### src/rtl/ssp_pkg.sv
package ssp_pkg;
    localparam int STATES = 6;
    localparam int PHASES = 2;
    localparam int SLOTS  = STATES * PHASES;
    localparam int SLOT_W = $clog2(SLOTS);

    localparam logic [SLOT_W-1:0] SL_S1P1 = SLOT_W'(0);
    localparam logic [SLOT_W-1:0] SL_S3P1 = SLOT_W'(2 * PHASES);
    localparam logic [SLOT_W-1:0] SL_S5P2 = SLOT_W'(4 * PHASES + 1);
    localparam logic [SLOT_W-1:0] SL_S6P2 = SLOT_W'(SLOTS - 1);

    typedef enum logic [1:0] {
        TX_IDLE  = 2'd0,
        TX_ARMED = 2'd1,
        TX_SEND  = 2'd2
    } tx_st_e;

    typedef enum logic [1:0] {
        RX_IDLE  = 2'd0,
        RX_START = 2'd1,
        RX_PRE   = 2'd2,
        RX_ACT   = 2'd3
    } rx_st_e;
endpackage

### src/rtl/ssp_phase_seq.sv
module ssp_phase_seq
    import ssp_pkg::*;
(
    input  logic              clk,
    input  logic              rst,
    output logic [SLOT_W-1:0] slot_o,
    output logic              at_s1p1,
    output logic              at_s5p2,
    output logic              at_s6p2,
    output logic              low_win
);
    typedef struct packed {
        logic [SLOT_W-1:0] slot;
    } seq_t;

    seq_t q, d;

    always_comb begin
        d = q;
        if (q.slot == SL_S6P2) d.slot = SL_S1P1;
        else                   d.slot = q.slot + SLOT_W'(1);
    end

    always_ff @(posedge clk) begin
        if (rst) q <= '0;
        else     q <= d;
    end

    assign slot_o  = q.slot;
    assign at_s1p1 = (q.slot == SL_S1P1);
    assign at_s5p2 = (q.slot == SL_S5P2);
    assign at_s6p2 = (q.slot == SL_S6P2);
    assign low_win = (q.slot >= SL_S3P1) && (q.slot <= SL_S5P2);
endmodule

### src/rtl/ssp_tx_shifter.sv
module ssp_tx_shifter
    import ssp_pkg::*;
#(
    parameter int DATA_W = 8
) (
    input  logic              clk,
    input  logic              rst,
    input  logic              at_s1p1,
    input  logic              at_s6p2,
    input  logic              wr,
    input  logic [DATA_W-1:0] wr_data,
    input  logic              inhibit,
    output logic              busy,
    output logic              send,
    output logic              bit_o,
    output logic              done_pulse
);
    localparam int SH_W = DATA_W + 1;

    typedef struct packed {
        tx_st_e            st;
        logic [SH_W-1:0]   sh;
        logic              pend;
        logic [DATA_W-1:0] hold;
        logic              last;
    } tx_t;

    localparam tx_t TX_RST = '{st: TX_IDLE, sh: '0, pend: 1'b0, hold: '0, last: 1'b0};

    tx_t  q, d;
    logic accept;
    logic marker_seen;

    always_comb begin
        d           = q;
        done_pulse  = 1'b0;
        accept      = wr && (q.st == TX_IDLE) && !q.pend && !inhibit;
        // marker 1 sits just above the final data bit, only zeros above it
        marker_seen = (q.sh[SH_W-1:2] == '0) && q.sh[1];
        case (q.st)
            TX_IDLE: begin
                if (at_s6p2 && (q.pend || accept)) begin
                    d.sh   = {1'b1, (q.pend ? q.hold : wr_data)};
                    d.pend = 1'b0;
                    d.last = 1'b0;
                    d.st   = TX_ARMED;
                end else if (accept) begin
                    d.pend = 1'b1;
                    d.hold = wr_data;
                end
            end
            TX_ARMED: begin
                if (at_s6p2) d.st = TX_SEND;
            end
            TX_SEND: begin
                if (at_s1p1 && q.last) begin
                    d.st       = TX_IDLE;
                    d.last     = 1'b0;
                    done_pulse = 1'b1;
                end else if (at_s6p2) begin
                    d.sh = {1'b0, q.sh[SH_W-1:1]};
                    if (marker_seen) d.last = 1'b1;
                end
            end
            default: d.st = TX_IDLE;
        endcase
    end

    always_ff @(posedge clk) begin
        if (rst) q <= TX_RST;
        else     q <= d;
    end

    assign busy  = (q.st != TX_IDLE) || q.pend;
    assign send  = (q.st == TX_SEND);
    assign bit_o = q.sh[0];
endmodule

### src/rtl/ssp_rx_shifter.sv
module ssp_rx_shifter
    import ssp_pkg::*;
#(
    parameter int DATA_W = 8
) (
    input  logic              clk,
    input  logic              rst,
    input  logic              at_s1p1,
    input  logic              at_s5p2,
    input  logic              at_s6p2,
    input  logic              start,
    input  logic              sd_in,
    output logic              busy,
    output logic              recv,
    output logic              done_pulse,
    output logic [DATA_W-1:0] byte_o
);
    // marker 0 at the entry end, ones elsewhere
    localparam logic [DATA_W-1:0] PRELOAD = {1'b0, {(DATA_W-1){1'b1}}};

    typedef struct packed {
        rx_st_e            st;
        logic [DATA_W-1:0] sh;
        logic              samp;
        logic              last;
        logic [DATA_W-1:0] rbuf;
    } rx_t;

    localparam rx_t RX_RST = '{st: RX_IDLE, sh: '0, samp: 1'b0, last: 1'b0, rbuf: '0};

    rx_t              q, d;
    logic [DATA_W-1:0] shifted;

    always_comb begin
        d          = q;
        done_pulse = 1'b0;
        shifted    = {q.samp, q.sh[DATA_W-1:1]};
        case (q.st)
            RX_IDLE: begin
                if (start) d.st = RX_START;
            end
            RX_START: begin
                if (at_s6p2) d.st = RX_PRE;
            end
            RX_PRE: begin
                if (at_s6p2) begin
                    d.sh   = PRELOAD;
                    d.last = 1'b0;
                    d.st   = RX_ACT;
                end
            end
            RX_ACT: begin
                if (at_s5p2) d.samp = sd_in;
                if (at_s6p2) begin
                    d.sh = shifted;
                    if (!q.sh[0]) begin
                        d.last = 1'b1;
                        d.rbuf = shifted;
                    end
                end
                if (at_s1p1 && q.last) begin
                    d.st       = RX_IDLE;
                    d.last     = 1'b0;
                    done_pulse = 1'b1;
                end
            end
            default: d.st = RX_IDLE;
        endcase
    end

    always_ff @(posedge clk) begin
        if (rst) q <= RX_RST;
        else     q <= d;
    end

    assign busy   = (q.st != RX_IDLE);
    assign recv   = (q.st == RX_ACT);
    assign byte_o = q.rbuf;
endmodule

### src/rtl/sync_shift_port.sv
module sync_shift_port
    import ssp_pkg::*;
#(
    parameter int DATA_W = 8
) (
    input  logic              clk,
    input  logic              rst,
    input  logic              tx_wr,
    input  logic [DATA_W-1:0] tx_data,
    input  logic              rx_en,
    input  logic              clr_tx_done,
    input  logic              clr_rx_done,
    input  logic              sd_in,
    output logic              sd_out,
    output logic              sd_oe,
    output logic              sclk,
    output logic              tx_done,
    output logic              rx_done,
    output logic [DATA_W-1:0] rx_byte
);
    typedef struct packed {
        logic tx_done;
        logic rx_done;
    } flag_t;

    flag_t q, d;

    logic [SLOT_W-1:0] slot;
    logic at_s1p1, at_s5p2, at_s6p2, low_win;
    logic tx_busy, tx_send, tx_bit, tx_fin;
    logic rx_busy, rx_recv, rx_fin, rx_start;

    ssp_phase_seq u_seq (
        .clk     (clk),
        .rst     (rst),
        .slot_o  (slot),
        .at_s1p1 (at_s1p1),
        .at_s5p2 (at_s5p2),
        .at_s6p2 (at_s6p2),
        .low_win (low_win)
    );

    ssp_tx_shifter #(.DATA_W(DATA_W)) u_tx (
        .clk        (clk),
        .rst        (rst),
        .at_s1p1    (at_s1p1),
        .at_s6p2    (at_s6p2),
        .wr         (tx_wr),
        .wr_data    (tx_data),
        .inhibit    (rx_busy),
        .busy       (tx_busy),
        .send       (tx_send),
        .bit_o      (tx_bit),
        .done_pulse (tx_fin)
    );

    // transmit request wins a same-clock tie with receive start
    assign rx_start = rx_en && !q.rx_done && !tx_busy && !tx_wr;

    ssp_rx_shifter #(.DATA_W(DATA_W)) u_rx (
        .clk        (clk),
        .rst        (rst),
        .at_s1p1    (at_s1p1),
        .at_s5p2    (at_s5p2),
        .at_s6p2    (at_s6p2),
        .start      (rx_start),
        .sd_in      (sd_in),
        .busy       (rx_busy),
        .recv       (rx_recv),
        .done_pulse (rx_fin),
        .byte_o     (rx_byte)
    );

    always_comb begin
        d = q;
        if (tx_fin)           d.tx_done = 1'b1;
        else if (clr_tx_done) d.tx_done = 1'b0;
        if (rx_fin)           d.rx_done = 1'b1;
        else if (clr_rx_done) d.rx_done = 1'b0;
    end

    always_ff @(posedge clk) begin
        if (rst) q <= '0;
        else     q <= d;
    end

    assign tx_done = q.tx_done;
    assign rx_done = q.rx_done;
    assign sd_oe   = tx_send;
    assign sd_out  = tx_send & tx_bit;
    assign sclk    = !((tx_send || rx_recv) && low_win);
endmodule

### config.mk
export PLATFORM = sky130hd
export DESIGN_NAME = sync_shift_port
export DESIGN_NICKNAME = d
export VERILOG_FILES = /design/src/rtl/ssp_pkg.sv /design/src/rtl/ssp_phase_seq.sv /design/src/rtl/ssp_tx_shifter.sv /design/src/rtl/ssp_rx_shifter.sv /design/src/rtl/sync_shift_port.sv
export SDC_FILE = /design/constraint.sdc
export NUM_CORES = 1
export LEC_CHECK = 0
export CAP_MARGIN = 20
export CORE_AREA = 10 10 86 88
export CTS_BUF_LIST = sky130_fd_sc_hd__clkbuf_8
export DETAILED_ROUTE_END_ITERATION = 10
export DIE_AREA = 0 0 96 98
export GPL_TIMING_DRIVEN = 0
export MAX_ROUTING_LAYER = met4
export PLACE_DENSITY = 0.66
export SETUP_SLACK_MARGIN = 0.2
export SLEW_MARGIN = 20
export SYNTH_ARGS = -nofsm -noshare
export SYNTH_HDL_FRONTEND = slang
export SYNTH_SLANG_ARGS = --single-unit
export TNS_END_PERCENT = 10
### constraint.sdc
create_clock -name clk -period 2.9 [get_ports clk]
set_input_delay 0.29 -clock clk [delete_from_list [all_inputs] [get_ports clk]]
set_output_delay 0.29 -clock clk [all_outputs]
set_load 0.01 [all_outputs]
==> key figures <==
Global route
  – Largest net degree at the start of global routing: 17
  – Overflow after GRT: 0
  – First-pass GRT wire length: 8290 um
  – Vias in the first global route: 1,729
  – Gr usage total: 10.9%
  – Antenna violations before repair: 0

Clock tree
  – CTS hold repair buffers: 0
  – Post-CTS sizing: 0
  – Clock-pin slew of the registers on the worst-case setup and hold paths: roughly 0.10 ns
  – Postcts setup bufs: 0
  – Clock Tree Root: clkbuf_8
  – CTS tree: built
  – Clock buffer depth: 2
  – Sink Count: 47
  – Num CTS Buffers: 5
  – # H-tree levels: 2
  – Skew-Pair Late Insertion Delay: 0.30 ns

STA
  – Worst Clk Skew: between 0.01 and 0.015 ns
  – Final setup TNS: 0 ns
  – Rel. slew slack: about three fifths
  – Fmax: between 0.4 and 0.5 GHz
  – Period utilization: 82.9%
  – Tmin final: between 2 and 2.5 ns
  – Worst slew pin tran: between 0.5 and 0.6 ns
  – Slew Viols, Final: 0
  – RSZ-0062 raised after global routing: no
  – Hold Slack: ~0.43 ns
  – Final WS setup: between 0.4 and 0.5 ns
  – Setup violators final: 0
  – Hold Vio Cnt, Final: 0

Critical path
  – CP bufs+invs: 3
  – Critical path startpoint: u_tx.q[19]
  – Setup slack, reg-to-reg: 0.76 ns
  – Critical path arrival: 2.11 ns
  – CP endpoint: sclk
  – Crit Path Category: flop to output pin
  – R2r startpoint: u_seq.slot_o[0]
  – Top Family by Delay on Critical Path: buffers and inverters
  – CP peak stage delay: 0.56 ns
  – CP required: approximately 2.6 ns
  – Critical path, cell by cell: nand2b_1, clkbuf_1, inv_2, o21ai_0, clkdlybuf4s50_1
  – Crit start category: flop
  – Reg2reg end: u_tx.q[16]
  – Crit. End Element: output pin
  – CP Depth: 5
  – R2R cell count: 6
  – Critical path peak fanout: 9
  – Crit-path slowest cell: clkdlybuf4s50_1

Floorplan
  – Die Y: 98 um
  – Rows: 28
  – Io pins: 28
  – Starting density of the core: 38.7%
  – Die ar.: 0.00941 sq mm
  – Core region area: 0.00575 sq mm
  – Die Width: 96 um

Routing
  – Per-cell routed wire length: approximately 13 um
  – Starting DRT DRC Count: 73
  – ANT nets after route: 0
  – Vias/cell: 5.02
  – Pre-Repair DR Iteration Count: 4
  – Routed vias: 1,819
  – # DRC: 0
  – Final wirelength: 4800 um

Synth
  – Yosys top cell area share: a little over two fifths
  – Synth Area in Simple Gates: about a fifth
  – Netlist cell types: 41
  – Area leader, netlist: dfxtp_1
  – Mux share of post-synthesis cell area: 9.46%
  – Async S/R FF share, synth: 0%
  – Synth area leaders: dfxtp_1, mux2i_1, ha_1, a21oi_1, nor2_1
  – Adder-Cell Fraction of Synth Area: 5.07%
  – Syn_area_per_cell: 8.78 sq um
  – Sequential share of the synthesized area: 42.4%
  – Syn nets: 277
  – Post-Synth XOR/XNOR Area: 0.394%
  – Mapped Area: 0.00222 sq mm
  – Yosys warnings: 0
  – Number of flops mapped to enable cells by yosys: 0
  – Compound-Gate Fraction of Synth Area: 16.7%
  – Top FF cell, synth: dfxtp_1
  – Largest family of logic cells by synthesized area: simple AND/OR/NAND/NOR gates
  – Synth Register Bits: 47
  – Mapped Cells: 253

Pwr
  – Clk pwr share: 33.0%
  – Combinational share of power: slightly above 20%
  – Pint: 1090 uW
  – Leak: 0.00101 uW
  – Seq pwr share: a little under half
  – Net Switching: 432 uW
  – Worst vdd ir: 0.295 mV
  – Pwr dens: 564 mW/mm^2
  – Switching part of the total power: 28.5%

Hold path
  – Hold crit path type: input port to flop

Finish
  – Share of layout cells above drive strength 1: 9.06%
  – Area Growth Syn to Fin: 21.1%
  – FILL cells: 596
  – Antenna fix cells: 0
  – Final non-filler cell total: 362
  – Nets: between 300 and 400
  – Fin area: between 0.002 and 0.003 sq mm

Job
  – Max cap viols: 0

Placement
  – Dpl ws: roughly 0.80 ns
  – Gp weighted congestion: 0.809
  – Placed insts: 354
  – Port bufs: 26
  – Hpwl dp: 3520 um
  – Post-DP Area: ~0.0026 sq mm

Outcome
  – Outcome: finished clean
-- cell usage in the layout (no fill, tap or decap), drive strengths merged, types with 2 or more instances in the layout --
cell and n:
o21ai 12, a211oi 3, o22ai 8, o211ai 8
inv 11, mux2i 21, clkdlybuf4s50 26, nand4b 2
a21oi 22, ha 9, nand4 2, nand2b 12
dfxtp 47, nor2 28, buf 13, o31a 2
nand2 23, clkbuf 14, nor3 6
-- worst min path at each step --
stage	startpoint	endpoint	slack (ns)	cells after the start
2_1_floorplan	sd_in	u_rx.q[9]	0.43	2
3_3_place_gp	u_tx.bit_o	u_tx.bit_o	0.46	2
3_5_place_dp	u_rx.q[11]	u_rx.byte_o[0]	0.46	2
4_1_cts	rst	u_rx.q[18]	0.44	2
5_1_grt	u_rx.byte_o[0]	u_rx.byte_o[0]	0.50	2
6_report	rst	u_rx.q[18]	0.43	2
-- kinds of logic (layout without fill, tap and decap cells) --
family,Yosys count,in the layout
fa+ha+maj,9,9
xor+xnor,1,1
mux,21,21
simple gates,83,83
flops,47,47
buf+inv,32,66
compound gates,60,60
-- worst reg2reg max path: stages (launching register included) --
cell and delay (ns):
dfxtp_1 0.43, ha_1 0.29, nand3b_1 0.34, a211oi_2 0.46, buf_2 0.29, o211ai_1 0.13
a21oi_1 0.15
-- cell type report --
| type | count | area, sq um | area share, % |
|---|---|---|---|
| Timing Repair Buffer | 26 | 260 | 9.67 |
| Inverter | 10 | 37.5 | 1.40 |
| Buffer | 22 | 118 | 4.37 |
| Clock inverter | 3 | 46.3 | 1.72 |
| Clock buffer | 5 | 68.8 | 2.56 |
| Tap cell | 75 | 93.8 | 3.49 |
| Multi-Input combinational cell | 174 | 1120 | 41.8 |
| Sequential cell | 47 | 941 | 35.0 |
-- stage by stage --
step | util (%) | power [uW]
6_report | 46.8 | 1520
5_1_grt | 46.8 | 1600
4_1_cts | 46.8 | 1530
3_5_place_dp | 44.8 | 1030
3_3_place_gp | 44.8 | 1030
2_1_floorplan | - | 962
-- power by group through the flow --
stage | clock network (uW) | logic (uW) | registers, uW
2_1_floorplan | 0 | 248 | 714
3_3_place_gp | 0 | 310 | 718
3_5_place_dp | 0 | 314 | 720
4_1_cts | 510 | 316 | 705
5_1_grt | 531 | 359 | 711
6_report | 500 | 313 | 704
-- sequential cells by signal (all words and copies together), names as in the netlist --
name and count:
rx_done 1, u_tx.bit_o 1, u_rx.byte_o 8, u_rx.q 12
u_tx.q 20, tx_done 1, u_seq.slot_o 4
-- cell usage after synthesis, types with 4 or more instances --
master	n
inv_1	9
clkbuf_1	9
o211ai_1	8
o22ai_1	8
nor3_1	4
buf_2	4
buf_4	8
a21oi_1	22
mux2i_1	21
nor2_1	28
dfxtp_1	47
ha_1	9
nand2_1	23
nand2b_1	12
o21ai_0	11
-- per-layer routing --
layer | GRT usage, % | wire [um]
met3 | 2.53 | 226
met4 | 2.72 | 46
met2 | 16.4 | 2190
met1 | 14.2 | 2340
met5 | - | 0
No activity file was read; power rests on OpenSTA's default activity.
